===== config.mk =====
export PLATFORM = sky130hd
export DESIGN_NAME = ds0Conditioner
export DESIGN_NICKNAME = d
export VERILOG_FILES = /design/src/rtl/ds0CondPkg.sv /design/src/rtl/ds0CondCtrl.sv /design/src/rtl/ds0CondPath.sv /design/src/rtl/ds0Conditioner.sv
export SDC_FILE = /design/constraint.sdc
export NUM_CORES = 1
export LEC_CHECK = 0
export CORE_UTILIZATION = 28
export DETAILED_ROUTE_END_ITERATION = 7
export SYNTH_ARGS = -nofsm -noshare
export SYNTH_HDL_FRONTEND = slang
export SYNTH_HIERARCHICAL = 1
export SYNTH_SLANG_ARGS = --single-unit
export TNS_END_PERCENT = 5

===== constraint.sdc =====
create_clock -name clk -period 3.3 [get_ports clk]
set_input_delay 0.66 -clock clk [delete_from_list [all_inputs] [get_ports clk]]
set_output_delay 0.66 -clock clk [all_outputs]
set_load 0.005 [all_outputs]

===== src/rtl/ds0CondPkg.sv =====
package ds0CondPkg;

  typedef enum logic [3:0] {
    MD_PASS     = 4'd0,
    MD_INV_ALL  = 4'd1,
    MD_INV_EVEN = 4'd2,
    MD_INV_ODD  = 4'd3,
    MD_INV_MSB  = 4'd4,
    MD_INV_LOW7 = 4'd5,
    MD_BUSY     = 4'd6,
    MD_BUSY_TS  = 4'd7,
    MD_VACANT   = 4'd8,
    MD_IDLE     = 4'd9,
    MD_MOOF     = 4'd10,
    MD_MW_A     = 4'd11,
    MD_MW_U     = 4'd12,
    MD_PRBS     = 4'd13,
    MD_SPARE14  = 4'd14,
    MD_SPARE15  = 4'd15
  } condMode_t;

  // Strobes from control to datapath for one octet slot.
  typedef struct packed {
    logic      take;
    condMode_t mode;
    logic [2:0] phase;
    logic [4:0] ts;
  } condStrb_t;

  // Milliwatt step: steps 1,2 (and 5,6) use the second base value,
  // steps 4..7 add the sign bit.
  function automatic logic [7:0] mwCode(input logic ulaw, input logic [2:0] ph);
    logic [6:0] base;
    if (ulaw) base = (ph[0] ^ ph[1]) ? 7'h0B : 7'h1E;
    else      base = (ph[0] ^ ph[1]) ? 7'h21 : 7'h34;
    return {ph[2], base};
  endfunction

endpackage


===== src/rtl/ds0CondCtrl.sv =====
module ds0CondCtrl
  import ds0CondPkg::*;
#(
  parameter int NUM_CH = 24,
  parameter int TS_W   = 5,
  parameter int DATA_W = 8
) (
  input  logic              clk,
  input  logic              rstN,
  input  logic              cfgWe,
  input  logic [TS_W-1:0]   cfgAddr,
  input  logic [3:0]        cfgMode,
  input  logic              idleWe,
  input  logic [DATA_W-1:0] idleCode,
  input  logic              inValid,
  input  logic [TS_W-1:0]   inTs,
  output condStrb_t         strb,
  output logic [DATA_W-1:0] idleVal,
  output logic              prbsAdvance
);

  localparam logic [TS_W-1:0] LAST_TS = TS_W'(NUM_CH - 1);

  condMode_t  modeTab  [NUM_CH];
  logic [2:0] phaseTab [NUM_CH];

  logic      inRange;
  condMode_t curMode;
  logic [2:0] curPhase;
  logic      usesMw;

  assign inRange  = (inTs <= LAST_TS);
  assign curMode  = inRange ? modeTab[inTs]  : MD_PASS;
  assign curPhase = inRange ? phaseTab[inTs] : 3'd0;
  assign usesMw   = (curMode == MD_MW_A) || (curMode == MD_MW_U);

  always_ff @(posedge clk or negedge rstN) begin
    if (!rstN) begin
      for (int i = 0; i < NUM_CH; i++) begin
        modeTab[i]  <= MD_PASS;
        phaseTab[i] <= 3'd0;
      end
    end else begin
      for (int i = 0; i < NUM_CH; i++) begin
        if (cfgWe && cfgAddr == TS_W'(i)) begin
          modeTab[i]  <= condMode_t'(cfgMode);
          phaseTab[i] <= 3'd0;
        end else if (inValid && usesMw && inTs == TS_W'(i)) begin
          phaseTab[i] <= phaseTab[i] + 3'd1;
        end
      end
    end
  end

  always_ff @(posedge clk or negedge rstN) begin
    if (!rstN)       idleVal <= '1;
    else if (idleWe) idleVal <= idleCode;
  end

  always_comb begin
    strb.take  = inValid;
    strb.mode  = curMode;
    strb.phase = curPhase;
    strb.ts    = inTs[4:0];
  end

  assign prbsAdvance = inValid && (curMode == MD_PRBS);

endmodule


===== src/rtl/ds0CondPath.sv =====
module ds0CondPath
  import ds0CondPkg::*;
#(
  parameter int TS_W   = 5,
  parameter int DATA_W = 8
) (
  input  logic              clk,
  input  logic              rstN,
  input  condStrb_t         strb,
  input  logic [DATA_W-1:0] inData,
  input  logic [DATA_W-1:0] idleVal,
  input  logic [DATA_W-1:0] prbsOctet,
  output logic              outValid,
  output logic [TS_W-1:0]   outTs,
  output logic [DATA_W-1:0] outData
);

  logic [DATA_W-1:0] nextData;

  always_comb begin
    unique case (strb.mode)
      MD_INV_ALL:  nextData = inData ^ 8'hFF;
      MD_INV_EVEN: nextData = inData ^ 8'h55;
      MD_INV_ODD:  nextData = inData ^ 8'hAA;
      MD_INV_MSB:  nextData = inData ^ 8'h80;
      MD_INV_LOW7: nextData = inData ^ 8'h7F;
      MD_BUSY:     nextData = 8'h7F;
      MD_BUSY_TS:  nextData = {3'b111, strb.ts};
      MD_VACANT:   nextData = 8'hFF;
      MD_IDLE:     nextData = idleVal;
      MD_MOOF:     nextData = 8'h1A;
      MD_MW_A:     nextData = mwCode(1'b0, strb.phase);
      MD_MW_U:     nextData = mwCode(1'b1, strb.phase);
      MD_PRBS:     nextData = prbsOctet;
      default:     nextData = inData;
    endcase
  end

  always_ff @(posedge clk or negedge rstN) begin
    if (!rstN) begin
      outValid <= 1'b0;
      outTs    <= '0;
      outData  <= '0;
    end else begin
      outValid <= strb.take;
      if (strb.take) begin
        outTs   <= TS_W'(strb.ts);
        outData <= nextData;
      end
    end
  end

endmodule


===== src/rtl/ds0Conditioner.sv =====
module ds0Conditioner
  import ds0CondPkg::*;
#(
  parameter int NUM_CH = 24,
  parameter int TS_W   = 5,
  parameter int DATA_W = 8
) (
  input  logic              clk,
  input  logic              rstN,
  input  logic              cfgWe,
  input  logic [TS_W-1:0]   cfgAddr,
  input  logic [3:0]        cfgMode,
  input  logic              idleWe,
  input  logic [DATA_W-1:0] idleCode,
  input  logic              inValid,
  input  logic [TS_W-1:0]   inTs,
  input  logic [DATA_W-1:0] inData,
  input  logic [DATA_W-1:0] prbsOctet,
  output logic              prbsAdvance,
  output logic              outValid,
  output logic [TS_W-1:0]   outTs,
  output logic [DATA_W-1:0] outData
);

  condStrb_t         strb;
  logic [DATA_W-1:0] idleVal;

  ds0CondCtrl #(.NUM_CH(NUM_CH), .TS_W(TS_W), .DATA_W(DATA_W)) uCtrl (
    .clk(clk), .rstN(rstN),
    .cfgWe(cfgWe), .cfgAddr(cfgAddr), .cfgMode(cfgMode),
    .idleWe(idleWe), .idleCode(idleCode),
    .inValid(inValid), .inTs(inTs),
    .strb(strb), .idleVal(idleVal), .prbsAdvance(prbsAdvance)
  );

  ds0CondPath #(.TS_W(TS_W), .DATA_W(DATA_W)) uPath (
    .clk(clk), .rstN(rstN),
    .strb(strb), .inData(inData), .idleVal(idleVal), .prbsOctet(prbsOctet),
    .outValid(outValid), .outTs(outTs), .outData(outData)
  );

endmodule


# Word-level counts from Yosys, hierarchy flattened
# Index checks and enable logic that the tools add are counted.
# word_totals
input_bits	43
latchBits	0
elab_cells	280
rom_bits	0
out_inout_bits	15
memories	0
register_bits	190
ram_bits	0
# classes
n_lt_le_gt_ge	2
bitwise	7
shifts	0
muxes	59
n_addsub	24
n_reduce_logical	77
eq_ne	59
mul	0
div_mod_pow	0
# op_table
operator	n
$mux W3	51
$pmux W8 S13	1
$eq A5 B4 Y1 const B	16
$eq A5 B5 Y1 const B	16
$add A3 B1 Y3 const B	24
$logic_and A1 B1 Y1	50
$reduce_bool A2 Y1	24
$eq A5 B3 Y1 const B	8
$eq A4 B4 Y1 const B	6
$bmux W4 S5	1
$eq A5 B2 Y1 const B	4
$eq A4 B3 Y1 const B	4
$bmux W3 S5	1
$mux W4	3
$eq A5 B1 Y1 const B	2
$logic_not A5 Y1	2
$mux W5	2
$eq A4 B2 Y1 const B	2
$not A4 Y4	2
$not A8 Y8	1
$not A7 Y7	1
$ge A6 B6 Y1 const B	1
$not A5 Y6	1
$le A5 B5 Y1 const B	1
other kinds (4)	4

# Logic depth before layout (Yosys ltp)
# depth
depth_word	11
ltp_mapped	16
mapped_depth_nobuf	9

# Cells and area by module
# The synthesis kept the hierarchy.
# by_module_without_submodules
mod	n_inst	cells_per_inst	area_each_um2	seq_area_each_um2
ds0CondCtrl	1	1064	10417.5	4414.2
ds0CondPath	1	132	1146.1	350.3

# Worst setup path before layout
# OpenSTA, ideal clock, no wires.
# synth_timing
kind	input to register
from	in inTs[1]
to	reg uPath.outData[4]
n_path_buf	5
cell_stages	13
t_required_ps	3174
arrival_ps	3470
setup_time_ps	126
setup_slack_ps	-296
cell_sequence	buf_4 buf_6 buf_6 clkbuf_1 buf_1 mux4_2 mux4_2 nand2_1 o21ai_0 xnor2_1 o211ai_2 o2111ai_1 o32a_1
# synth_rtl
element	line_no	rtl
from (decl)	ds0Conditioner.sv:16	input logic [TS_W-1:0] inTs,
to (signal assigned)	ds0CondPath.sv:48	outData <= nextData;
to (decl)	ds0CondPath.sv:15	output logic [DATA_W-1:0] outData

# Worst setup path after layout
# layout_timing
from	in inTs[3]
to	out prbsAdvance
# layout_via
elab_chain_len	7
elab_cells_between_ends	8
cone_classes	order compare (1); eq/ne (1); mux (4); bitwise (1); reduce/logical (1)
# layout_rtl
element	line_no	rtl
$not A5 Y6 (implied by the code)	ds0CondCtrl.sv:33	assign curMode = inRange ? modeTab[inTs] : MD_PASS;
$bmux W4 S5	ds0CondCtrl.sv:33	
$mux W4 (implied by the code) (2 in a row)	ds0CondCtrl.sv:33	
$mux W4 *	ds0CondCtrl.sv:33	
$eq A4 B4 Y1 *	ds0CondCtrl.sv:67	assign prbsAdvance = inValid && (curMode == MD_PRBS);
$logic_and A1 B1 Y1 *	ds0CondCtrl.sv:67	
to (decl)	ds0Conditioner.sv:19	output logic prbsAdvance,
# Every way passes the cells marked *; elsewhere a longest branch is shown, timed or not. The select of a mux whose other input is x is not followed.

==> results.txt <==
----------------------------------------------------
[Worst hold path]
  Tightest Hold Check Type ... in -> async

[Synth]
  Mapped cell area ... about 12,000 um2
  Proportion of synthesized flip-flops having asynchronous set or reset ... 100%
  Yosys warning total ... 6
  Area leader, netlist ... sky130_fd_sc_hd__dfrtp_1
  Primary FF master, synth ... sky130_fd_sc_hd__dfrtp_1
  Leading cell types by total area after synthesis ... sky130_fd_sc_hd__dfrtp_1 (39%), sky130_fd_sc_hd__nand2_1 (12%), sky130_fd_sc_hd__mux4_2 (7.6%)
  Most instantiated cells after synthesis ... sky130_fd_sc_hd__nand2_1 (363), sky130_fd_sc_hd__dfrtp_1 (182), sky130_fd_sc_hd__mux2i_1 (61)
  Distinct cell type count after synthesis ... 67
  Count of flip-flops with a built-in enable after synthesis ... 0
  Register bit count reported by yosys ... 190
  Gate count of the mapped netlist ... 1,196
  Post-synth net total ... approximately 1,300
  Portion of synthesized cell area occupied by the leading cell type ... between 30% and 40%
  Post-synthesis sequential area ratio ... 41.2%
  Most frequent cell after synthesis ... sky130_fd_sc_hd__nand2_1
  Post-Syn Area per Cell ... roughly 9.7 um2

[STA]
  Setup total negative slack ... 0 ps
  Clock skew after layout ... about 23 ps
  Setup repair after global routing missed its margin ... false
  Final Setup Violations ... 0
  Time the worst path needs with I/O delays and setup ... around 3200 ps
  Worst-case setup margin in the final layout ... around 91 ps
  Number of pins exceeding their max-slew limit in the final report ... 0
  Count of endpoints failing hold in the final timing report ... 0
  Worst-Margin Slew ... ~830 ps
  Final Cycle Share ... between 90 and 100%
  Maximum clock frequency ... between 300 and 400 MHz
  Slew headroom ... 44.3%

[Routing]
  Number of remaining DRC errors ... 0
  ANT nets after route ... 0
  Detail-routed net length per standard cell ... roughly 20 um
  Final routed wirelength across all metal layers ... roughly 37 mm
  Via-per-instance ratio ... between 5 and 6
  Count of vias placed by the detailed router ... between 9,000 and 10,000
  Drt first-iter violations ... between 900 and 1,000
  First drt pass iteration count ... 5

[Critical path]
  Worst EP arrival ... around 2600 ps
  Crit. path cell count ... 8
  Slowest cell on crit path ... sky130_fd_sc_hd__or3_1
  Worst reg2reg startpoint ... uCtrl/modeTab[65]
  Number of buffers and inverters on the critical path ... 3
  Cell chain of the critical path ... clkdlybuf4s15_2, bufbuf_16, or3_1, and4_2, nor3_4, nand4_1, nor2_2, clkbuf_2
  Required @ worst endpoint ... roughly 2600 ps
  Kind of critical path ... in -> out
  Critical Path End ... prbsAdvance
  Capturing point of the worst reg2reg path ... uPath/outData[0]
  Startpoint types ... primary input
  Sort of element at the end of the critical path ... output pin
  Biggest cell delay along the critical path ... between 300 and 400 ps
  Worst R2R Path Depth ... 11
  Minimum setup slack among reg-to-reg paths ... ~360 ps
  Top fanout value on the critical path ... 8
  Worst setup path startpoint ... inTs[3]
  Family with the most delay on the worst path ... simple AND/OR/NAND/NOR gates

[Clock network]
  CTS tree ... built
  Clock latency reported for the late side of the worst-skew pair ... about 460 ps
  Number of buffers inserted during clock tree synthesis ... 17
  Buffer type at the clock tree root ... sky130_fd_sc_hd__clkbuf_16
  Clock sink total ... 190
  Total number of H-tree levels ... 4
  Worst-path clk slew ... approximately 80 ps
  CTS Buffer Depth ... 2

[Placed design]
  Routability-driven placement congestion ratio ... just under 0.9
  Setup WS pre-CTS ... -489 ps
  Detailed placer's ending HPWL ... approximately 27 mm
  Post-Place Cells ... between 1,500 and 2,000
  Buffers on Ports ... between 50 and 60

[Cells and area]
  Flip-flop and latch area ... 4760 um2
  Synth-to-layout area growth ... 21.0%
  N_diodes ... 0
  Filler instances ... between 4,000 and 5,000
  Share of layout cells above drive strength 1 ... a little over 20%
  Net total in the final layout ... 1,384
  Non-filler instance count after layout ... ~1,900
  Footprint of the multi-input gates ... about 6300 um2

[Flow run]
  Number of maximum-capacitance constraint violations ... 0

[Die]
  Core outline area ... 40,700 um2
  Chip Width ... approximately 200 um
  Die Ht ... ~210 um
  Number of core rows ... 74
  Count of boundary I/O pins ... 58
  Area enclosed by the die boundary ... between 40,000 and 50,000 um2
  Starting Density ... 28.4%

[Global route]
  First-pass GRT wire length ... about 58 mm
  Largest net degree at the start of global routing ... 74
  Congestion Overflow GR ... 0
  Number of global-route vias before repair ... 9,693
  Total routing usage reported by global routing ... 18.2%
  Number of antenna violations at the first check in global routing ... 0

[Run status]
  Run status ... finished, final reports clean

[Power]
  Leakage Power ... 6.42 nW
  Areal power density over the cells ... ~450 nW/um2
  Maximum ir drop on the vdd rail ... ~0.00029 V

----------------------------------------------------
## routing by layer
metal / global-route usage [%] / wire length (um)
met1: 25.0 / 16800
met3: 2.61 / 2260
met5: 0 / 0
met4: 5.61 / 921
met2: 29.3 / 17300
## stage by stage
step	instance area, um2	total power, mW	hold WS, ps	utilization (%)
final	14000	6.24	253	34.3
after detailed placement	13300	4.14	459	32.8
after global placement	13300	4.09	453	32.8
after CTS	14000	6.28	278	34.4
after global routing	14000	6.52	301	34.3
after floorplan	11600	3.53	364	-
## area by class of cell
type	instances	area share [%]
Clock buffer	17	3.04
Clock inverter	15	1.23
Tap cell	532	4.76
Timing Repair Buffer	176	11.4
Inverter	7	0.188
Multi-Input combinational cell	925	45.3
Sequential cell	190	34.1
## registers in the layout (all words and copies together) (netlist names)
name and count:
uPath/outData 8, uPath/outValid 1, uCtrl/modeTab 96, uCtrl/phaseTab 72
uCtrl/idleVal 8, uPath/outTs 5
## worst min-delay path by stage
stage                              end  slack (ps)  depth (start not counted)
floorplan             uCtrl/modeTab[0]         360                          0
global placement     uCtrl/modeTab[61]         450                          2
detailed placement   uCtrl/modeTab[80]         460                          2
CTS                 uCtrl/phaseTab[64]         280                          1
global route        uCtrl/phaseTab[45]         300                          1
finish              uCtrl/phaseTab[45]         250                          1
## placed cells by master, fill, tap and decap left out, types with 4 or more instances in the layout
cell | synthesis | routed
sky130_fd_sc_hd__nand2_1 | 363 | 363
sky130_fd_sc_hd__clkdlybuf4s50_1 | 0 | 51
sky130_fd_sc_hd__dfstp_2 | 8 | 8
sky130_fd_sc_hd__a21oi_1 | 10 | 10
sky130_fd_sc_hd__nor2_1 | 56 | 55
sky130_fd_sc_hd__nor2b_1 | 18 | 18
sky130_fd_sc_hd__mux2_2 | 42 | 42
sky130_fd_sc_hd__clkinv_8 | 0 | 4
sky130_fd_sc_hd__nand4_1 | 57 | 57
sky130_fd_sc_hd__a31oi_1 | 4 | 4
sky130_fd_sc_hd__a211o_1 | 23 | 23
sky130_fd_sc_hd__and2_1 | 4 | 4
sky130_fd_sc_hd__dfrtp_1 | 182 | 182
sky130_fd_sc_hd__or4b_1 | 27 | 27
sky130_fd_sc_hd__nor3_1 | 9 | 9
sky130_fd_sc_hd__nand3_1 | 17 | 17
sky130_fd_sc_hd__a22oi_1 | 7 | 7
sky130_fd_sc_hd__buf_4 | 16 | 109
sky130_fd_sc_hd__mux4_2 | 39 | 39
sky130_fd_sc_hd__a221o_1 | 5 | 5
sky130_fd_sc_hd__nand2b_1 | 36 | 36
sky130_fd_sc_hd__and4_1 | 10 | 9
sky130_fd_sc_hd__o21ai_0 | 16 | 15
sky130_fd_sc_hd__inv_8 | 0 | 5
sky130_fd_sc_hd__o32a_1 | 4 | 4
sky130_fd_sc_hd__buf_12 | 1 | 10
sky130_fd_sc_hd__clkbuf_16 | 0 | 17
sky130_fd_sc_hd__and3_1 | 28 | 28
sky130_fd_sc_hd__inv_1 | 7 | 7
sky130_fd_sc_hd__ha_1 | 24 | 24
sky130_fd_sc_hd__a211oi_2 | 10 | 10
sky130_fd_sc_hd__mux2i_1 | 61 | 61
## where the power goes
group / switching (mW) / leakage (nW) / total, mW / internal [mW]
registers: 0.163 / 2.49 / 2.77 / 2.60
logic: 0.719 / 3.65 / 1.34 / 0.624
clock network: 1.11 / 0.285 / 2.13 / 1.02
## kinds of logic after synthesis
family          count (synthesis)  synth area share (%)
compound gates                110                  7.83
simple gates                  646                  27.1
xor+xnor                        3                 0.227
mux                           142                  17.0
fa+ha+maj                      24                  2.60
buf+inv                        81                  4.09
flops                         190                  41.2
## timing repair
| action | in CTS | in global routing |
|---|---|---|
| setup endpoints to repair | 1 | 1 |
| endpoints found under the hold margin | 0 | 0 |
| cloned | 1 | 0 |
| gates resized for setup | 9 | 3 |
| hold buffers | 0 | 0 |
| setup buffers | 3 | 0 |
| pin swaps | 1 | 2 |
No activity file was read; power rests on OpenSTA's default activity.
